File: config.mk
export PLATFORM = sky130hd
export DESIGN_NAME = nvm_prog_seq
export DESIGN_NICKNAME = d
export VERILOG_FILES = /design/src/rtl/nvm_seq_pkg.sv /design/src/rtl/nvm_cfg_regs.sv /design/src/rtl/nvm_key_gate.sv /design/src/rtl/nvm_seq_fsm.sv /design/src/rtl/nvm_prog_seq.sv
export SDC_FILE = /design/constraint.sdc
export NUM_CORES = 1
export LEC_CHECK = 0
export ABC_AREA = 1
export BUFFER_PORTS_ARGS = -buffer_cell sky130_fd_sc_hd__buf_2
export CAP_MARGIN = 20
export CORE_UTILIZATION = 67
export DETAILED_ROUTE_END_ITERATION = 10
export GPL_TIMING_DRIVEN = 0
export PLACE_DENSITY = 0.94
export SLEW_MARGIN = 5
export SYNTH_ARGS = -nofsm -noshare
export SYNTH_HDL_FRONTEND = slang
export SYNTH_SLANG_ARGS = --single-unit
File: constraint.sdc
create_clock -name clk_i -period 3.95 [get_ports clk_i]
set_input_delay 0.79 -clock clk_i [delete_from_list [all_inputs] [get_ports clk_i]]
set_output_delay 0.79 -clock clk_i [all_outputs]
set_load 0.02 [all_outputs]
File: src/rtl/nvm_seq_pkg.sv
package nvm_seq_pkg;
  typedef enum logic [2:0] {
    ST_IDLE,
    ST_RD_REQ,
    ST_RD_CAP,
    ST_WR_REQ,
    ST_SETTLE
  } seq_state_e;

  localparam int unsigned CMD_START_BIT = 0;
  localparam int unsigned CMD_BUSY_BIT  = 1;
  localparam int unsigned CMD_ERR_BIT   = 2;
  localparam int unsigned CTL_SEL_BIT   = 0;
endpackage

File: src/rtl/nvm_cfg_regs.sv
module nvm_cfg_regs #(
  parameter int unsigned N     = 12,
  parameter int unsigned W     = 8,
  parameter int unsigned IDX_W = $clog2(N)
) (
  input  logic             clk_i,
  input  logic             rst_ni,
  input  logic             wr_en_i,
  input  logic [IDX_W-1:0] wr_idx_i,
  input  logic [W-1:0]     wr_data_i,
  input  logic             ld_we_i,
  input  logic [IDX_W-1:0] ld_idx_i,
  input  logic [W-1:0]     ld_data_i,
  output logic [N*W-1:0]   cfg_o
);
  for (genvar g = 0; g < N; g++) begin : g_byte
    logic [W-1:0] byte_q;
    always_ff @(posedge clk_i or negedge rst_ni) begin
      if (!rst_ni) byte_q <= '0;
      else if (ld_we_i && ld_idx_i == IDX_W'(g)) byte_q <= ld_data_i;
      else if (wr_en_i && wr_idx_i == IDX_W'(g)) byte_q <= wr_data_i;
    end
    assign cfg_o[g*W +: W] = byte_q;
  end
endmodule

File: src/rtl/nvm_key_gate.sv
module nvm_key_gate #(
  parameter int unsigned   W   = 8,
  parameter logic [W-1:0]  KEY = 8'hB6
) (
  input  logic         clk_i,
  input  logic         rst_ni,
  input  logic         key_we_i,
  input  logic [W-1:0] key_wdata_i,
  input  logic         start_req_i,
  input  logic         host_sel_i,
  input  logic         supply_ok_i,
  input  logic         err_clr_i,
  output logic [W-1:0] key_o,
  output logic         accept_o,
  output logic         reject_o,
  output logic         err_o
);
  logic [W-1:0] key_q;
  logic         err_q;

  assign accept_o = start_req_i && (key_q == KEY) && host_sel_i && supply_ok_i;
  assign reject_o = start_req_i && !accept_o;

  // every attempt burns the key
  always_ff @(posedge clk_i or negedge rst_ni) begin
    if (!rst_ni)          key_q <= '0;
    else if (start_req_i) key_q <= '0;
    else if (key_we_i)    key_q <= key_wdata_i;
  end

  always_ff @(posedge clk_i or negedge rst_ni) begin
    if (!rst_ni)        err_q <= 1'b0;
    else if (reject_o)  err_q <= 1'b1;
    else if (err_clr_i) err_q <= 1'b0;
  end

  assign key_o = key_q;
  assign err_o = err_q;
endmodule

File: src/rtl/nvm_seq_fsm.sv
module nvm_seq_fsm
  import nvm_seq_pkg::*;
#(
  parameter int unsigned N          = 12,
  parameter int unsigned W          = 8,
  parameter int unsigned PROG_TICKS = 2400000,
  parameter int unsigned IDX_W      = $clog2(N)
) (
  input  logic             clk_i,
  input  logic             rst_ni,
  input  logic             load_req_i,
  input  logic             prog_go_i,
  input  logic             nv_busy_i,
  input  logic [W-1:0]     nv_rdata_i,
  input  logic [N*W-1:0]   cfg_i,
  output logic             nv_req_o,
  output logic             nv_we_o,
  output logic [IDX_W-1:0] nv_addr_o,
  output logic [W-1:0]     nv_wdata_o,
  output logic             ld_we_o,
  output logic [IDX_W-1:0] ld_idx_o,
  output logic [W-1:0]     ld_data_o,
  output logic             busy_o,
  output logic             prog_o
);
  localparam int unsigned CNT_W = (PROG_TICKS > 1) ? $clog2(PROG_TICKS) : 1;
  localparam logic [IDX_W-1:0] LAST_IDX = IDX_W'(N - 1);
  localparam logic [CNT_W-1:0] LAST_CNT = CNT_W'(PROG_TICKS - 1);

  seq_state_e       state_q;
  logic [IDX_W-1:0] idx_q;
  logic [CNT_W-1:0] cnt_q;

  // reset lands in the read phase so the image loads at power-up
  always_ff @(posedge clk_i or negedge rst_ni) begin
    if (!rst_ni) begin
      state_q <= ST_RD_REQ;
      idx_q   <= '0;
      cnt_q   <= '0;
    end else begin
      unique case (state_q)
        ST_IDLE: begin
          idx_q <= '0;
          if (prog_go_i)       state_q <= ST_WR_REQ;
          else if (load_req_i) state_q <= ST_RD_REQ;
        end
        ST_RD_REQ: if (!nv_busy_i) state_q <= ST_RD_CAP;
        ST_RD_CAP: begin
          if (idx_q == LAST_IDX) begin
            state_q <= ST_IDLE;
            idx_q   <= '0;
          end else begin
            state_q <= ST_RD_REQ;
            idx_q   <= idx_q + 1'b1;
          end
        end
        ST_WR_REQ: begin
          if (!nv_busy_i) begin
            if (idx_q == LAST_IDX) begin
              state_q <= ST_SETTLE;
              cnt_q   <= '0;
            end else begin
              idx_q <= idx_q + 1'b1;
            end
          end
        end
        ST_SETTLE: begin
          if (cnt_q == LAST_CNT) state_q <= ST_IDLE;
          else                   cnt_q   <= cnt_q + 1'b1;
        end
        default: state_q <= ST_IDLE;
      endcase
    end
  end

  assign nv_req_o   = (state_q == ST_RD_REQ) || (state_q == ST_WR_REQ);
  assign nv_we_o    = (state_q == ST_WR_REQ);
  assign nv_addr_o  = idx_q;
  assign nv_wdata_o = cfg_i[idx_q*W +: W];
  assign ld_we_o    = (state_q == ST_RD_CAP);
  assign ld_idx_o   = idx_q;
  assign ld_data_o  = nv_rdata_i;
  assign busy_o     = (state_q != ST_IDLE);
  assign prog_o     = (state_q == ST_WR_REQ) || (state_q == ST_SETTLE);
endmodule

File: src/rtl/nvm_prog_seq.sv
module nvm_prog_seq
  import nvm_seq_pkg::*;
#(
  parameter int unsigned        CFG_BYTES  = 12,
  parameter int unsigned        DATA_W     = 8,
  parameter int unsigned        ADDR_W     = 8,
  parameter int unsigned        IDX_W      = $clog2(CFG_BYTES),
  parameter logic [ADDR_W-1:0]  CFG_BASE   = 'h20,
  parameter logic [ADDR_W-1:0]  CTL_ADDR   = 'h60,
  parameter logic [ADDR_W-1:0]  KEY_ADDR   = 'h61,
  parameter logic [ADDR_W-1:0]  CMD_ADDR   = 'h62,
  parameter logic [DATA_W-1:0]  UNLOCK_KEY = 'hB6,
  parameter int unsigned        PROG_TICKS = 2400000
) (
  input  logic              clk_i,
  input  logic              rst_ni,
  input  logic              reg_we_i,
  input  logic              reg_re_i,
  input  logic [ADDR_W-1:0] reg_addr_i,
  input  logic [DATA_W-1:0] reg_wdata_i,
  output logic [DATA_W-1:0] reg_rdata_o,
  output logic              reg_rvalid_o,
  input  logic              supply_ok_i,
  input  logic              wake_i,
  output logic              nv_req_o,
  output logic              nv_we_o,
  output logic [IDX_W-1:0]  nv_addr_o,
  output logic [DATA_W-1:0] nv_wdata_o,
  input  logic [DATA_W-1:0] nv_rdata_i,
  input  logic              nv_busy_i
);
  localparam logic [ADDR_W-1:0] CFG_LAST = ADDR_W'(CFG_BASE + CFG_BYTES - 1);

  logic                      in_cfg;
  logic [IDX_W-1:0]          cfg_idx;
  logic [CFG_BYTES*DATA_W-1:0] cfg_flat;
  logic                      seq_busy, prog_act;
  logic                      ld_we;
  logic [IDX_W-1:0]          ld_idx;
  logic [DATA_W-1:0]         ld_data;
  logic                      host_sel_q;
  logic                      start_req, err_clr, key_we;
  logic                      prog_accept, prog_reject;
  logic [DATA_W-1:0]         key_q;
  logic                      err_q;
  logic [DATA_W-1:0]         rd_mux, rdata_q;
  logic                      rvalid_q;

  assign in_cfg    = (reg_addr_i >= CFG_BASE) && (reg_addr_i <= CFG_LAST);
  assign cfg_idx   = IDX_W'(reg_addr_i - CFG_BASE);
  assign key_we    = reg_we_i && (reg_addr_i == KEY_ADDR);
  assign start_req = reg_we_i && (reg_addr_i == CMD_ADDR) &&
                     reg_wdata_i[CMD_START_BIT] && !seq_busy;
  assign err_clr   = reg_we_i && (reg_addr_i == CMD_ADDR) && reg_wdata_i[CMD_ERR_BIT];

  always_ff @(posedge clk_i or negedge rst_ni) begin
    if (!rst_ni) host_sel_q <= 1'b0;
    else if (reg_we_i && reg_addr_i == CTL_ADDR) host_sel_q <= reg_wdata_i[CTL_SEL_BIT];
  end

  nvm_cfg_regs #(.N(CFG_BYTES), .W(DATA_W), .IDX_W(IDX_W)) i_regs (
    .clk_i     (clk_i),
    .rst_ni    (rst_ni),
    .wr_en_i   (reg_we_i && in_cfg && !seq_busy),
    .wr_idx_i  (cfg_idx),
    .wr_data_i (reg_wdata_i),
    .ld_we_i   (ld_we),
    .ld_idx_i  (ld_idx),
    .ld_data_i (ld_data),
    .cfg_o     (cfg_flat)
  );

  nvm_key_gate #(.W(DATA_W), .KEY(UNLOCK_KEY)) i_gate (
    .clk_i       (clk_i),
    .rst_ni      (rst_ni),
    .key_we_i    (key_we),
    .key_wdata_i (reg_wdata_i),
    .start_req_i (start_req),
    .host_sel_i  (host_sel_q),
    .supply_ok_i (supply_ok_i),
    .err_clr_i   (err_clr),
    .key_o       (key_q),
    .accept_o    (prog_accept),
    .reject_o    (prog_reject),
    .err_o       (err_q)
  );

  nvm_seq_fsm #(.N(CFG_BYTES), .W(DATA_W), .PROG_TICKS(PROG_TICKS), .IDX_W(IDX_W)) i_fsm (
    .clk_i      (clk_i),
    .rst_ni     (rst_ni),
    .load_req_i (wake_i && !host_sel_q),
    .prog_go_i  (prog_accept),
    .nv_busy_i  (nv_busy_i),
    .nv_rdata_i (nv_rdata_i),
    .cfg_i      (cfg_flat),
    .nv_req_o   (nv_req_o),
    .nv_we_o    (nv_we_o),
    .nv_addr_o  (nv_addr_o),
    .nv_wdata_o (nv_wdata_o),
    .ld_we_o    (ld_we),
    .ld_idx_o   (ld_idx),
    .ld_data_o  (ld_data),
    .busy_o     (seq_busy),
    .prog_o     (prog_act)
  );

  always_comb begin
    rd_mux = '0;
    if (in_cfg) begin
      rd_mux = cfg_flat[cfg_idx*DATA_W +: DATA_W];
    end else if (reg_addr_i == CTL_ADDR) begin
      rd_mux[CTL_SEL_BIT] = host_sel_q;
    end else if (reg_addr_i == KEY_ADDR) begin
      rd_mux = key_q;
    end else if (reg_addr_i == CMD_ADDR) begin
      rd_mux[CMD_START_BIT] = prog_act;
      rd_mux[CMD_BUSY_BIT]  = seq_busy;
      rd_mux[CMD_ERR_BIT]   = err_q;
    end
  end

  always_ff @(posedge clk_i or negedge rst_ni) begin
    if (!rst_ni) begin
      rvalid_q <= 1'b0;
      rdata_q  <= '0;
    end else begin
      rvalid_q <= reg_re_i;
      if (reg_re_i) rdata_q <= rd_mux;
    end
  end

  assign reg_rdata_o  = rdata_q;
  assign reg_rvalid_o = rvalid_q;
endmodule

==> flow_metrics.py <==
metrics = {
    "sta": {
        "final.hold.worst_slack_ns": 0.386,
        "final_period_minus_worst_setup_slack_ns": 3.71,
        "relative_slew_margins_pct": 26.9,
        "maxSlewViolCount": 0,
        "finalCritPeriodShare_pct": 93.9,
        "grt_setup_unrepaired": "false",
        "achievable-frequency_mhz": 270,
        "fin_tns_setup_ns": 0,
        "final_hold_viol_count": 0,
        "clock_skew_ns": 0.00760,
        "timing_worst_slew_pin_value_ns": 1.10,
        "final_report_setup_violation_count": 0,
    },
    "synthesis": {
        "top_cells_by_area_in_the_synthesized_netlist": "sky130_fd_sc_hd__dfrtp_1 (36%), sky130_fd_sc_hd__nand2_1 (23%), sky130_fd_sc_hd__o21ai_0 (9.7%), sky130_fd_sc_hd__nand3_1 (8.1%), sky130_fd_sc_hd__nor2_1 (4.9%)",
        "largest_area_contributor_in_the_synthesized_netlist": "sky130_fd_sc_hd__dfrtp_1",
        "ys_seq_area_share_pct": 36.5,
        "post_synthesis_mean_instance_area_um2": 6.40,
        "synth_edf_count": 0,
        "async_set_or_reset_flop_fraction_in_the_synthesized_netlist_pct": 100,
        "synth_top_area_share_pct": 36.3,
        "synth.net_count": 1577,
        "total_of_warnings_raised_by_yosys": 0,
        "yosys_register_bits": 144,
        "synth_top_cells_by_count": "sky130_fd_sc_hd__nand2_1 (604), sky130_fd_sc_hd__o21ai_0 (191), sky130_fd_sc_hd__nand3_1 (160), sky130_fd_sc_hd__dfrtp_1 (143), sky130_fd_sc_hd__nor2_1 (129)",
        "synthesis.instances": 1541,
        "netlist_area_um2": 9870,
        "ys_types": 33,
        "ys_dominant_reg_cell": "sky130_fd_sc_hd__dfrtp_1",
        "yosys.cell_count.top_type": "sky130_fd_sc_hd__nand2_1",
    },
    "cts": {
        "cts_hold_buf": 0,
        "clock_sink_count": 144,
        "cts_htree_levels": 4,
        "clk_root_buffer_cell": "sky130_fd_sc_hd__clkbuf_16",
        "worst_skew_pair.late_latency_ns": 0.44,
        "path_clk_slew_ns": 0.07,
        "cts_tree": "yes",
        "postCtsSetupBuffers": 0,
        "cts_buffer_depth": 2,
        "cts_inserted_buffers": 17,
        "postCtsResizedCells": 0,
    },
    "critical_path": {
        "worst-endpoint-arrival_ns": 2.92,
        "critical_path.slowest_cell": "sky130_fd_sc_hd__buf_1",
        "cp_max_fo": 11,
        "worst_setup_path_start_kind": "flip-flop",
        "slowest_delay_ns": 0.57,
        "cp-end-kind": "primary output",
        "worst_path_most_repeated_cell": "sky130_fd_sc_hd__buf_2",
        "criticalPathCategory": "flip-flop to primary output",
        "cp.required_ns": 3.16,
        "sequence_of_cells_on_the_critical_path": "clkbuf_1 -> inv_1 -> buf_2 -> buf_1 -> nor2_1 -> o21ai_0 -> nand2_1 -> nand3_1 -> buf_2",
        "path_buf_inv": 5,
        "worst_path_dominant_cell_family": "buffers and inverters",
        "r2r-start": "i_fsm.ld_idx_o[0]",
        "critical_path.startpoint": "i_fsm.ld_idx_o[0]",
    },
    "floorplan": {
        "die_x_um": 123,
        "chipHeight_um": 123,
        "fp.dieArea_um2": 15200,
        "rows": 43,
        "placeable_core_region_um2": 14100,
        "io-pin-count": 54,
        "effective_utilization_at_floorplan_pct": 69.7,
    },
    "drt": {
        "highest_routed_layer": "met4",
        "drt_first_pass_iters": 9,
        "detailedRoute.firstIterationViolations": 1704,
        "drt-met1-wl_um": 13100,
        "vias_per_cell": 6.30,
        "routed-wl-met3_um": 5210,
        "totalWireLength_um": 36100,
        "ant_nets": 0,
        "post-route-drc-count": 1,
        "post_drt_wl_per_cell_um": 20.0,
        "met2WireLength_um": 14900,
        "dr_total_vias": 11384,
    },
    "global_routing": {
        "grt_start_max_net_pins": 80,
        "grt_first_pass_wirelength_um": 55400,
        "grtUsageTotal_pct": 49.8,
        "grt_remaining_overflow": 0,
        "grt_antenna_before_repair": 0,
        "grt_pass1_vias": 10350,
    },
    "min_path": {
        "hold_path_class": "input pin to asynchronous set/reset pin",
    },
    "final_layout": {
        "seq_area_um2": 3600,
        "num-fill-cells": 1059,
        "final_layout_size_suffix_gt1_share_pct": 9.40,
        "diodes": 0,
        "synthToLayoutAreaGrowth_pct": 11.5,
        "nNetsFinal": 1650,
        "combined_area_of_the_multi_input_logic_cells_um2": 5550,
    },
    "power": {
        "static-leakage-power_nw": 5.53,
        "power.ir.vdd_worst_mv": 0.391,
        "power_per_cell_area_nw_per_um2": 545,
    },
    "status": {
        "failed_checks": "DRC",
        "run_status": "finished with violations",
    },
    "flow_run": {
        "max_cap_viol_count": 0,
    },
    "placed_design": {
        "dp.final_hpwl_um": 25000,
        "port_buffers": 52,
        "place_congestion": 1.11,
    },
}
registers in the layout, indices dropped and copies added, names as in the netlist:
register and flops:
host_sel_q 1, i_gate.key_o 8, i_fsm.ld_idx_o 4, i_gate.err_o 1, i_fsm.cnt_q 22, reg_rdata_o 8, i_regs.g_byte.byte_q 96, i_fsm.state_q 3
reg_rvalid_o 1
routing by layer:
metal	up-vias	track usage, %
li1	5137	-
met3	232	20.2
met2	900	71.7
met4	0	33.4
met1	5115	60.9
met5	-	0
cells in the final DEF, fill, tap and decap left out, types with 3 or more instances in the layout:
cell type / instances
sky130_fd_sc_hd__xor2_1: 6
sky130_fd_sc_hd__buf_6: 3
sky130_fd_sc_hd__nor2_1: 129
sky130_fd_sc_hd__ha_1: 5
sky130_fd_sc_hd__inv_2: 3
sky130_fd_sc_hd__nand3_1: 160
sky130_fd_sc_hd__buf_1: 8
sky130_fd_sc_hd__buf_2: 65
sky130_fd_sc_hd__nand3_2: 13
sky130_fd_sc_hd__nand3_4: 8
sky130_fd_sc_hd__a21oi_1: 33
sky130_fd_sc_hd__nor2_2: 6
sky130_fd_sc_hd__nand4_1: 12
sky130_fd_sc_hd__nor3_1: 4
sky130_fd_sc_hd__nand2_1: 604
sky130_fd_sc_hd__o21ai_0: 191
sky130_fd_sc_hd__nand2_2: 6
sky130_fd_sc_hd__nand2_4: 8
sky130_fd_sc_hd__dfrtp_1: 143
sky130_fd_sc_hd__o22ai_1: 11
sky130_fd_sc_hd__o21ai_1: 15
sky130_fd_sc_hd__o21bai_1: 4
sky130_fd_sc_hd__inv_1: 89
sky130_fd_sc_hd__clkbuf_1: 55
sky130_fd_sc_hd__clkbuf_16: 17
sky130_fd_sc_hd__inv_6: 5
worst register-to-register path, stage by stage (launching register included):
cell                       delay (ns)
sky130_fd_sc_hd__dfrtp_1         0.44
sky130_fd_sc_hd__clkbuf_1        0.28
sky130_fd_sc_hd__inv_1           0.13
sky130_fd_sc_hd__buf_2           0.24
sky130_fd_sc_hd__buf_1           0.57
sky130_fd_sc_hd__ha_1            0.37
sky130_fd_sc_hd__nand3_1         0.37
sky130_fd_sc_hd__clkbuf_1        0.34
sky130_fd_sc_hd__o21ai_0         0.24
sky130_fd_sc_hd__nand2_1         0.07
sky130_fd_sc_hd__nand2_1         0.06
report_power, final:
part	leakage (nW)	total, W	switching, W	internal (W)
Sequential	1.77	0.00217	0.000361	0.00181
Clock	0.293	0.00167	0.000721	0.000953
Combinational	3.47	0.00215	0.00148	0.000672
Total	5.53	0.00600	0.00256	0.00344
cell type report:
class / instances / share of cell area (%)
Timing Repair Buffer: 54 / 2.81
Sequential cell: 144 / 32.8
Multi-Input combinational cell: 1222 / 50.5
Buffer: 80 / 3.21
Tap cell: 180 / 2.05
Inverter: 95 / 3.26
Clock inverter: 14 / 1.57
Clock buffer: 18 / 3.90
path summary, 6_finish.rpt:
kind | endpoint | slack (ns) | cells after the start
max | nv_wdata_o[6] | 0.24 | 9
min | i_regs.g_byte[4].byte_q[6] | 0.39 | 1
max reg2reg | i_regs.g_byte[8].byte_q[6] | 0.77 | 10
min reg2reg | reg_rdata_o[4] | 0.49 | 2
max in group asynchronous | i_regs.g_byte[0].byte_q[0] | 2.75 | 2
min in group clk_i | reg_rdata_o[4] | 0.49 | 2
cell families after synthesis:
family / after synthesis / synth area share [%]
AND/OR/NAND/NOR: 955 / 41.8
AO/OA/AOI/OAI: 254 / 13.1
buffers and inverters: 175 / 7.21
flip-flops: 144 / 36.5
XOR/XNOR: 8 / 0.710
adder cells (fa/ha/maj): 5 / 0.634
metrics by stage:
stage                     worst slack [ns]  instances  util (%)  power [W]  area [µm²]
after floorplan                       1.52       1541         -    0.00346        9870
after global placement               0.106       1773      73.2    0.00415       10400
after detailed placement             0.873       1774      73.4    0.00421       10400
after CTS                            0.394       1806      77.7    0.00587       11000
after global routing                0.0918       1807      77.8    0.00627       11000
final                                0.239       1807      77.8    0.00600       11000
Note: power is estimated with default switching activity, not from simulation.
